[config.mk]
export PLATFORM = sky130hd
export DESIGN_NAME = xfer_nextpc
export DESIGN_NICKNAME = d
export VERILOG_FILES = /design/src/rtl/xfer_pkg.sv /design/src/rtl/xfer_decode.sv /design/src/rtl/xfer_target.sv /design/src/rtl/xfer_stack.sv /design/src/rtl/xfer_nextpc.sv
export SDC_FILE = /design/constraint.sdc
export NUM_CORES = 1
export LEC_CHECK = 0
export BUFFER_PORTS_ARGS = -buffer_cell sky130_fd_sc_hd__buf_4
export CAP_MARGIN = 10
export CORE_MARGIN = 5
export CORE_UTILIZATION = 55
export CTS_BUF_LIST = sky130_fd_sc_hd__clkbuf_2
export DETAILED_ROUTE_END_ITERATION = 7
export PLACE_DENSITY = 0.73
export SETUP_SLACK_MARGIN = 0.02
export SYNTH_ARGS = -nofsm -noshare
export SYNTH_HDL_FRONTEND = slang
export SYNTH_SLANG_ARGS = --single-unit
[constraint.sdc]
create_clock -name clk -period 3.75 [get_ports clk]
set_input_delay 0.75 -clock clk [delete_from_list [all_inputs] [get_ports clk]]
set_output_delay 0.75 -clock clk [all_outputs]
set_load 0.01 [all_outputs]
[src/rtl/xfer_pkg.sv]
package xfer_pkg;
  localparam int ADDR_W = 16;

  localparam logic [7:0] OPC_NOP   = 8'h00;
  localparam logic [7:0] OPC_LJMP  = 8'h02;
  localparam logic [7:0] OPC_LCALL = 8'h12;
  localparam logic [7:0] OPC_RET   = 8'h22;
  localparam logic [7:0] OPC_RETI  = 8'h32;
  localparam logic [7:0] OPC_IJMP  = 8'h73;
  localparam logic [7:0] OPC_SJMP  = 8'h80;
  localparam logic [4:0] PG_JMP_LO = 5'b00001;
  localparam logic [4:0] PG_CALL_LO = 5'b10001;

  typedef enum logic [3:0] {
    K_NOP, K_PJMP, K_PCALL, K_LJMP, K_LCALL, K_SJMP, K_IJMP, K_RET, K_RETI
  } kind_t;

  typedef enum logic [1:0] {
    PH_OP, PH_B1, PH_B2
  } phase_t;
endpackage

[src/rtl/xfer_decode.sv]
module xfer_decode
  import xfer_pkg::*;
(
  input  logic [7:0] opcode_i,
  output kind_t      kind_o,
  output logic       one_byte_o
);
  always_comb begin
    if (opcode_i[4:0] == PG_JMP_LO) begin
      kind_o = K_PJMP;
    end else if (opcode_i[4:0] == PG_CALL_LO) begin
      kind_o = K_PCALL;
    end else begin
      unique case (opcode_i)
        OPC_LJMP:  kind_o = K_LJMP;
        OPC_LCALL: kind_o = K_LCALL;
        OPC_SJMP:  kind_o = K_SJMP;
        OPC_IJMP:  kind_o = K_IJMP;
        OPC_RET:   kind_o = K_RET;
        OPC_RETI:  kind_o = K_RETI;
        default:   kind_o = K_NOP;
      endcase
    end
  end

  always_comb begin
    unique case (kind_o)
      K_NOP, K_IJMP, K_RET, K_RETI: one_byte_o = 1'b1;
      default:                      one_byte_o = 1'b0;
    endcase
  end
endmodule

[src/rtl/xfer_target.sv]
module xfer_target
  import xfer_pkg::*;
#(
  parameter int PAGE_W = 11
) (
  input  kind_t              kind_i,
  input  logic [ADDR_W-1:0]  seq_next_i,
  input  logic [2:0]         op_page_i,
  input  logic [7:0]         hi_byte_i,
  input  logic [7:0]         cur_byte_i,
  input  logic [7:0]         acc_i,
  input  logic [ADDR_W-1:0]  dptr_i,
  input  logic [ADDR_W-1:0]  ret_addr_i,
  output logic [ADDR_W-1:0]  target_o
);
  localparam int KEEP_W = ADDR_W - PAGE_W;

  logic [ADDR_W-1:0] rel_ext;
  logic [ADDR_W-1:0] page_tgt;
  logic [ADDR_W-1:0] idx_tgt;

  assign rel_ext  = {{(ADDR_W-8){cur_byte_i[7]}}, cur_byte_i};
  assign page_tgt = {seq_next_i[ADDR_W-1 -: KEEP_W], op_page_i, cur_byte_i};
  assign idx_tgt  = dptr_i + {{(ADDR_W-8){1'b0}}, acc_i};

  always_comb begin
    unique case (kind_i)
      K_SJMP:          target_o = seq_next_i + rel_ext;
      K_PJMP, K_PCALL: target_o = page_tgt;
      K_LJMP, K_LCALL: target_o = {hi_byte_i, cur_byte_i};
      K_IJMP:          target_o = idx_tgt;
      K_RET, K_RETI:   target_o = ret_addr_i;
      default:         target_o = seq_next_i;
    endcase
  end
endmodule

[src/rtl/xfer_stack.sv]
module xfer_stack #(
  parameter int         DEPTH   = 16,
  parameter logic [7:0] SP_INIT = 8'h07
) (
  input  logic        clk,
  input  logic        rst_n,
  input  logic        push_i,
  input  logic        pop_i,
  input  logic [15:0] push_addr_i,
  output logic [15:0] pop_addr_o,
  output logic [7:0]  sp_o
);
  localparam int IW = $clog2(DEPTH);

  logic [7:0] mem [DEPTH];
  logic [7:0] sp_q, sp_d;
  logic [7:0] sp_p1, sp_p2, sp_m1;

  assign sp_p1 = sp_q + 8'd1;
  assign sp_p2 = sp_q + 8'd2;
  assign sp_m1 = sp_q - 8'd1;

  always_comb begin
    sp_d = sp_q;
    if (push_i)     sp_d = sp_p2;
    else if (pop_i) sp_d = sp_q - 8'd2;
  end

  always_ff @(posedge clk or negedge rst_n) begin
    if (!rst_n)                 sp_q <= SP_INIT;
    else if (push_i || pop_i)   sp_q <= sp_d;
  end

  always_ff @(posedge clk) begin
    if (push_i) begin
      mem[sp_p1[IW-1:0]] <= push_addr_i[7:0];
      mem[sp_p2[IW-1:0]] <= push_addr_i[15:8];
    end
  end

  assign pop_addr_o = {mem[sp_q[IW-1:0]], mem[sp_m1[IW-1:0]]};
  assign sp_o       = sp_q;

  // a call raises the pointer by two
  p_push_sp_r7: assert property (@(posedge clk) disable iff (!rst_n)
    push_i |=> sp_q == $past(sp_q) + 8'd2);
  // a return lowers the pointer by two
  p_pop_sp_r8: assert property (@(posedge clk) disable iff (!rst_n)
    pop_i |=> sp_q == $past(sp_q) - 8'd2);
  // the pushed address is what a return would read back next
  p_push_readback_r8: assert property (@(posedge clk) disable iff (!rst_n)
    push_i |=> pop_addr_o == $past(push_addr_i));
  // no access, pointer holds
  p_idle_sp_r11: assert property (@(posedge clk) disable iff (!rst_n)
    !(push_i || pop_i) |=> $stable(sp_q));
  p_excl_r7: assert property (@(posedge clk) disable iff (!rst_n)
    !(push_i && pop_i));
endmodule

[src/rtl/xfer_nextpc.sv]
module xfer_nextpc
  import xfer_pkg::*;
#(
  parameter int         STACK_DEPTH = 16,
  parameter logic [7:0] SP_INIT     = 8'h07,
  parameter int         PAGE_W      = 11
) (
  input  logic        clk,
  input  logic        rst_n,
  input  logic        fetch_valid_i,
  input  logic [7:0]  fetch_byte_i,
  input  logic [7:0]  acc_i,
  input  logic [15:0] dptr_i,
  input  logic        irq_enter_i,
  output logic [15:0] pc_o,
  output logic [7:0]  sp_o,
  output logic        in_isr_o
);
  phase_t            ph_q, ph_d;
  kind_t             kind_q, kind_d;
  logic [7:0]        op_q, op_d;
  logic [7:0]        hi_q, hi_d;
  logic [ADDR_W-1:0] pc_q, pc_d;
  logic              isr_q, isr_d;

  kind_t             dec_kind;
  logic              dec_one;
  kind_t             cur_kind;
  logic              done;
  logic              push, pop;
  logic [ADDR_W-1:0] seq_next;
  logic [ADDR_W-1:0] target;
  logic [ADDR_W-1:0] ret_addr;

  xfer_decode u_dec (
    .opcode_i  (fetch_byte_i),
    .kind_o    (dec_kind),
    .one_byte_o(dec_one)
  );

  assign seq_next = pc_q + 16'd1;
  assign cur_kind = (ph_q == PH_OP) ? dec_kind : kind_q;

  always_comb begin
    done = 1'b0;
    if (fetch_valid_i) begin
      unique case (ph_q)
        PH_OP:   done = dec_one;
        PH_B1:   done = (kind_q == K_PJMP) || (kind_q == K_PCALL) || (kind_q == K_SJMP);
        default: done = 1'b1;
      endcase
    end
  end

  assign push = done && ((cur_kind == K_LCALL) || (cur_kind == K_PCALL));
  assign pop  = done && ((cur_kind == K_RET) || (cur_kind == K_RETI));

  xfer_target #(.PAGE_W(PAGE_W)) u_tgt (
    .kind_i    (cur_kind),
    .seq_next_i(seq_next),
    .op_page_i (op_q[7:5]),
    .hi_byte_i (hi_q),
    .cur_byte_i(fetch_byte_i),
    .acc_i     (acc_i),
    .dptr_i    (dptr_i),
    .ret_addr_i(ret_addr),
    .target_o  (target)
  );

  xfer_stack #(.DEPTH(STACK_DEPTH), .SP_INIT(SP_INIT)) u_stk (
    .clk        (clk),
    .rst_n      (rst_n),
    .push_i     (push),
    .pop_i      (pop),
    .push_addr_i(seq_next),
    .pop_addr_o (ret_addr),
    .sp_o       (sp_o)
  );

  // next-state
  always_comb begin
    ph_d   = ph_q;
    kind_d = kind_q;
    op_d   = op_q;
    hi_d   = hi_q;
    pc_d   = pc_q;
    if (fetch_valid_i) begin
      pc_d = done ? target : seq_next;
      unique case (ph_q)
        PH_OP: begin
          if (!dec_one) begin
            ph_d   = PH_B1;
            kind_d = dec_kind;
            op_d   = fetch_byte_i;
          end
        end
        PH_B1: begin
          if (done) begin
            ph_d = PH_OP;
          end else begin
            ph_d = PH_B2;
            hi_d = fetch_byte_i;
          end
        end
        default: ph_d = PH_OP;
      endcase
    end
  end

  always_comb begin
    isr_d = isr_q;
    if (irq_enter_i)                   isr_d = 1'b1;
    else if (pop && cur_kind == K_RETI) isr_d = 1'b0;
  end

  // registers
  always_ff @(posedge clk or negedge rst_n) begin
    if (!rst_n) begin
      ph_q   <= PH_OP;
      kind_q <= K_NOP;
      op_q   <= 8'h00;
      hi_q   <= 8'h00;
      pc_q   <= '0;
    end else if (fetch_valid_i) begin
      ph_q   <= ph_d;
      kind_q <= kind_d;
      op_q   <= op_d;
      hi_q   <= hi_d;
      pc_q   <= pc_d;
    end
  end

  always_ff @(posedge clk or negedge rst_n) begin
    if (!rst_n) isr_q <= 1'b0;
    else        isr_q <= isr_d;
  end

  assign pc_o     = pc_q;
  assign in_isr_o = isr_q;

  // stall keeps the PC
  p_stall_pc_r11: assert property (@(posedge clk) disable iff (!rst_n)
    !fetch_valid_i |=> $stable(pc_q));
  // a finished one-byte filler moves the PC by one
  p_nop_step_r2: assert property (@(posedge clk) disable iff (!rst_n)
    (done && cur_kind == K_NOP) |=> pc_q == $past(pc_q) + 16'd1);
  // a page jump stays in the block of the following instruction
  p_page_keep_r5: assert property (@(posedge clk) disable iff (!rst_n)
    (done && cur_kind == K_PJMP) |=> pc_q[15:11] == $past(seq_next[15:11]));
  // return-from-interrupt alone clears the flag
  p_reti_clear_r9: assert property (@(posedge clk) disable iff (!rst_n)
    (pop && cur_kind == K_RETI && !irq_enter_i) |=> !isr_q);
  // entering an interrupt always leaves the flag set
  p_irq_set_r10: assert property (@(posedge clk) disable iff (!rst_n)
    irq_enter_i |=> isr_q);
endmodule

Yosys cells after proc, flatten, opt, wreduce, memory -nomap -nowiden. Memories as Yosys holds them, arrays and structs flattened. Index checks and enable logic that the tools add are counted.

Add/subtract/negate cells: 7. Equal/unequal tests: 24. Muxes and demuxes: 18. Bitwise logic cells: 2. Reductions and logical operators: 20.

Operators with widths (number): $pmux 16 s5 (1); $eq 4x3->1 const B (7); $pmux 4 s6 (1); $add 16x1->16 const B (1); $add 16x16->16 (1); $add 16x8->16 (1); $eq 8x6->1 const B (2); $mux 16 (1); $mux 8 (2); $eq 4x2->1 const B (3); $mux 4 (3); $add 8x2->8 const B (1); $eq 4x1->1 const B (2); $eq 4x4->1 const B (2); $eq 8x2->1 const B (1); $eq 8x5->1 const B (1); $eq 8x7->1 const B (1); $eq 8x8->1 const B (1); $sub 8x2->8 const B (1); $mux 1 (6); $reduce_and 3->1 (2); $reduce_or 2->1 (3); $eq 5x1->1 const B (1); $eq 5x5->1 const B (1); 15 further kinds (25).

Bits in registers: 47. Memory bits (writable): 128. Input bits: 36. Output and inout port bits: 25. Logic and storage cells: 79. Memories: 1.

Memories: u_stk.mem (words 16, width 8, rd ports 2, clocked after memory_dff 0, write ports 2, RTL line xfer_stack.sv:15) `logic [7:0] mem [DEPTH];`.

Logic depth before layout (Yosys ltp).
Word-level depth: 13. Mapped depth: 16. Mapped depth without buffers: 16.

Hierarchy. Synthesis repeated with hierarchy kept, for this count alone.

Cell total of the unflattened synthesis: 878. Area, all modules: 10601.4 um^2.

Modules (own cells, without submodules): xfer_stack (instances 1, cells an instance 306, area each 6080.8 um^2, sequential area each 4021.4 um^2); xfer_nextpc (instances 1, cells an instance 241, area each 2275.9 um^2, sequential area each 850.8 um^2); xfer_target (instances 1, cells an instance 309, area each 2084.5 um^2, sequential area each 0.0 um^2); xfer_decode (instances 1, cells an instance 22, area each 160.2 um^2, sequential area each 0.0 um^2).

Least setup slack after synthesis. No wires, ideal clock.

Path type: in2reg. Start point: input fetch_byte_i[5]. End point: memory u_stk.mem[10][0] (enable). Library setup time: 0.364 ns. Arrival time: 3.261 ns. Data required time: 3.386 ns. Setup slack: 0.125 ns. Stages on the path: 11. Path buffers: 3. Cell sequence: buf_2 > and4_4 > a32o_1 > nor2_2 > nand3b_1 > a21o_1 > or3_1 > buf_2 > or4_4 > buf_6 > inv_1.

RTL lines: from (decl) (RTL line xfer_nextpc.sv:11) `input logic [7:0] fetch_byte_i,`; to (decl) (RTL line xfer_stack.sv:15).

Final worst setup path.
Start point: register pc_q[0], in the netlist pc_o[0]. End point: register pc_q[13], in the netlist pc_o[13].

Cells in the longest elaborated chain, start to end: 4.

Ends and longest elaborated chain: from (decl) (RTL line xfer_nextpc.sv:23) `logic [ADDR_W-1:0] pc_q, pc_d;`; from (signal assigned) (RTL line xfer_nextpc.sv:129) `pc_q <= pc_d;`; $add 16x1->16 (*) (RTL line xfer_nextpc.sv:41) `assign seq_next = pc_q + 16'd1;`; $add 16x16->16 (RTL line xfer_target.sv:28) `K_SJMP: target_o = seq_next_i + rel_ext;`; $pmux 16 s5 (RTL line xfer_target.sv:27) `unique case (kind_i)`; $mux 16 (*) (RTL line xfer_nextpc.sv:88) `pc_d = done ? target : seq_next;`.

Every way passes the cells marked *; elsewhere a longest branch is shown, timed or not. A chain may end at the register's enable or synchronous reset.

==> metrics.txt <==
outcome complete, no violations; crit path kind flop to flop; FMAX 278 MHz; final critical-path setup slack 0.157 ns; Netlist cell types 82; cell count after synthesis 781; cells along the critical path ha_1, and3_1, and3_1, and2_2, nand4_1, xor2_1, inv_1, ha_1, a21bo_2, nand3b_1, o21ai_0, xor2_1, nor2_1, o31ai_1, o311ai_0; GRT Util Overall 0.261; initial antenna violation count 1; DIE AREA 20600 sq um; std cell rows 48; register area share after synthesis 0.497; Place WS 0.0504 ns; Comb power frac 0.504; Switch Pwr 0.00307 W; Via-to-Cell Ratio 6.33; crit start category flop; first-pass GRT wire length 40900 um; slowest stage cell, crit path dfrtp_1; number of global-route vias before repair 7153; Largest stage delay, worst path 0.47 ns; Max Buffers Root-to-Sink 2; die width 143 um; Mean Syn Cell Area 12.5 sq um; final hold viol count 0; final setup fails 0; clk sink count 169; Reg clk slew, reported paths 0.26 ns; sequential power share 0.372; H-Tree Level Count 4; maximum VDD drop 0.486 mV; Antenna Nets Post-Route 0; clk_lat worst skew 0.74 ns; CTS tree built; fin crit period 3.59 ns; Setup TNS 0 ns; Pwr Density 685 nW/um^2; Placeable Area 17400 sq um; initial core utilization 0.564; Layout area overhead 13.6%; cell internal pwr 0.00456 W; hold crit path type primary input to flop; CP Max Fanout 4; # IOs 61; Post-CTS Setup Inserts 0; port buffer count 59; commonest non-fill, non-tap cell in the layout edfxtp_1; drt drc 0; Clock power frac 0.124; Clock Skew 0.0384 ns; DRT Wirelength 25900 um; vias 7112; Hold Path Cell Cnt 2; P_leak 4.43 nW; Sw Ratio 0.402; crit end category flop; CTS Root Cell clkbuf_2; drt pass-1 iters 5; die height 143 um; total grt overflow 0; Worst slew margin 0.475; largest net degree at the start of global routing 42; r2r worst-path depth 15; Wirelength per Cell 23.1 um; Synth Flop Type edfxtp_1; final cycle utilization of the critical path 0.958; #FFs+latches synth 169; final net count 948; Synth async-reset ratio 0.243; worst path required time 4.37 ns; YS warnings 0; Arr. time, crit path 4.21 ns; Final Slew Violations 0; Mapped Nets 845; Iter 0 DRT Violations 554; RSZ-0062 raised after global routing false; gpl congestion 0.985; share of layout cells above drive strength 1 0.255; Max-Cap Viols 0; Post-Syn Area 9800 sq um; total CTS buffers 17; most frequent cells in the layout 128 x edfxtp_1, 121 x buf_4, 75 x mux2i_1; EDFF count, synth 128; Final HPWL DP 19300 um; actual slew at the worst max-slew pin 0.787 ns
[final cells by class]
| type | count | area [sq um] |
|---|---|---|
| antenna | 1 | 2.50 |
| clock buffer | 20 | 100 |
| clock inverter | 12 | 128 |
| fill | 1348 | 6220 |
| inverter | 31 | 116 |
| multi-input combinational | 540 | 4650 |
| sequential | 169 | 4870 |
| tap | 225 | 282 |
| timing repair buffer | 125 | 978 |
[through the flow]
| step | instances | total power (W) | hold WS, ns | cell area (sq um) | utilization |
|---|---|---|---|---|---|
| global placement | 1089 | 0.00655 | 0.496 | 10900 | 0.627 |
| finish | 1123 | 0.00763 | 0.184 | 11100 | 0.641 |
| floorplan | 781 | 0.00525 | 0.454 | 9800 | - |
| CTS | 1122 | 0.00762 | 0.134 | 11100 | 0.640 |
| detailed placement | 1089 | 0.00668 | 0.496 | 10900 | 0.627 |
| global route | 1123 | 0.00805 | 0.163 | 11100 | 0.641 |
[cells by family (layout without fill, tap and decap cells)]
family          Yosys count  count (layout)  synth area share
compound gates          156             156             0.117
xor+xnor                 56              56            0.0501
fa+ha+maj                28              28            0.0373
buf+inv                  72             188            0.0315
flops                   169             169             0.497
mux                     126             126             0.173
other cells               1               2          0.000383
simple gates            173             173            0.0938
[power by group through the flow]
stage                     Sequential, W  Combinational [W]  Clock [W]
after floorplan                 0.00282            0.00243          0
after global placement          0.00285            0.00370          0
after detailed placement        0.00286            0.00382          0
after CTS                       0.00282            0.00384   0.000960
after global routing            0.00286            0.00416    0.00103
final                           0.00284            0.00385   0.000946
[registers in the layout, summed over array words and instances (netlist names)]
name,cells
ph_q,2
hi_q,8
pc_o,16
u_stk.mem,128
op_q,3
in_isr_o,1
kind_q,4
u_stk.sp_o,7
[critical path: cells and delay by family (launching register included)]
family,cells,cell delay (ns)
AND/OR/NAND/NOR,6,0.96
AO/OA/AOI/OAI,4,0.88
adder cells (fa/ha/maj),2,0.60
flip-flops,1,0.47
XOR/XNOR,2,0.44
buffers and inverters,1,0.12
[Yosys cell counts, types with 5 or more instances]
cell type	count	area, sq um
a2111oi_0	6	52.6
a211oi_1	5	37.5
a21o_1	10	75.1
a21oi_1	29	145
a221oi_1	5	43.8
a22oi_1	5	37.5
a31oi_1	5	31.3
and2_1	7	43.8
and3_1	13	81.3
buf_1	5	18.8
buf_2	10	50.1
clkbuf_1	21	78.8
dfrtp_1	39	976
edfxtp_1	128	3840
ha_1	26	325
inv_1	29	109
mux2_2	17	191
mux2i_1	75	751
mux4_2	32	721
nand2_1	38	143
nand3_1	20	100
nor2_1	40	150
nor3_1	11	55.1
o211ai_1	8	60.1
o21a_1	9	67.6
o21ai_0	16	80.1
o22ai_1	5	31.3
o31ai_1	6	45.0
xnor2_1	26	228
xor2_1	30	263
[routing by layer]
| metal | GRT usage | up-vias | wire length, um |
|---|---|---|---|
| met5 | 0 | - | 0 |
| met3 | 0.0459 | 19 | 1660 |
| met4 | 0.0555 | 0 | 262 |
| li1 | - | 3232 | - |
| met2 | 0.442 | 259 | 13200 |
| met1 | 0.357 | 3602 | 10800 |
[worst paths after layout]
check | start | to | slack (ns)
worst max-delay path | pc_o[0] | pc_o[13] | 0.16
worst min register to register | op_q[6] | op_q[6] | 0.55
min in group asynchronous | rst_n | ph_q[0] | 0.49
worst max register to register | pc_o[0] | pc_o[13] | 0.16
max in group asynchronous | rst_n | pc_o[2] | 2.82
worst min-delay path | irq_enter_i | in_isr_o | 0.18
[timing repair]
action                                 4_1_cts  5_1_grt
setup endpoints to repair                    0        4
endpoints found under the hold margin       39        0
hold buffers                                 1        0
gates resized for setup                      0        6
Power figures use the tool's default switching activity.
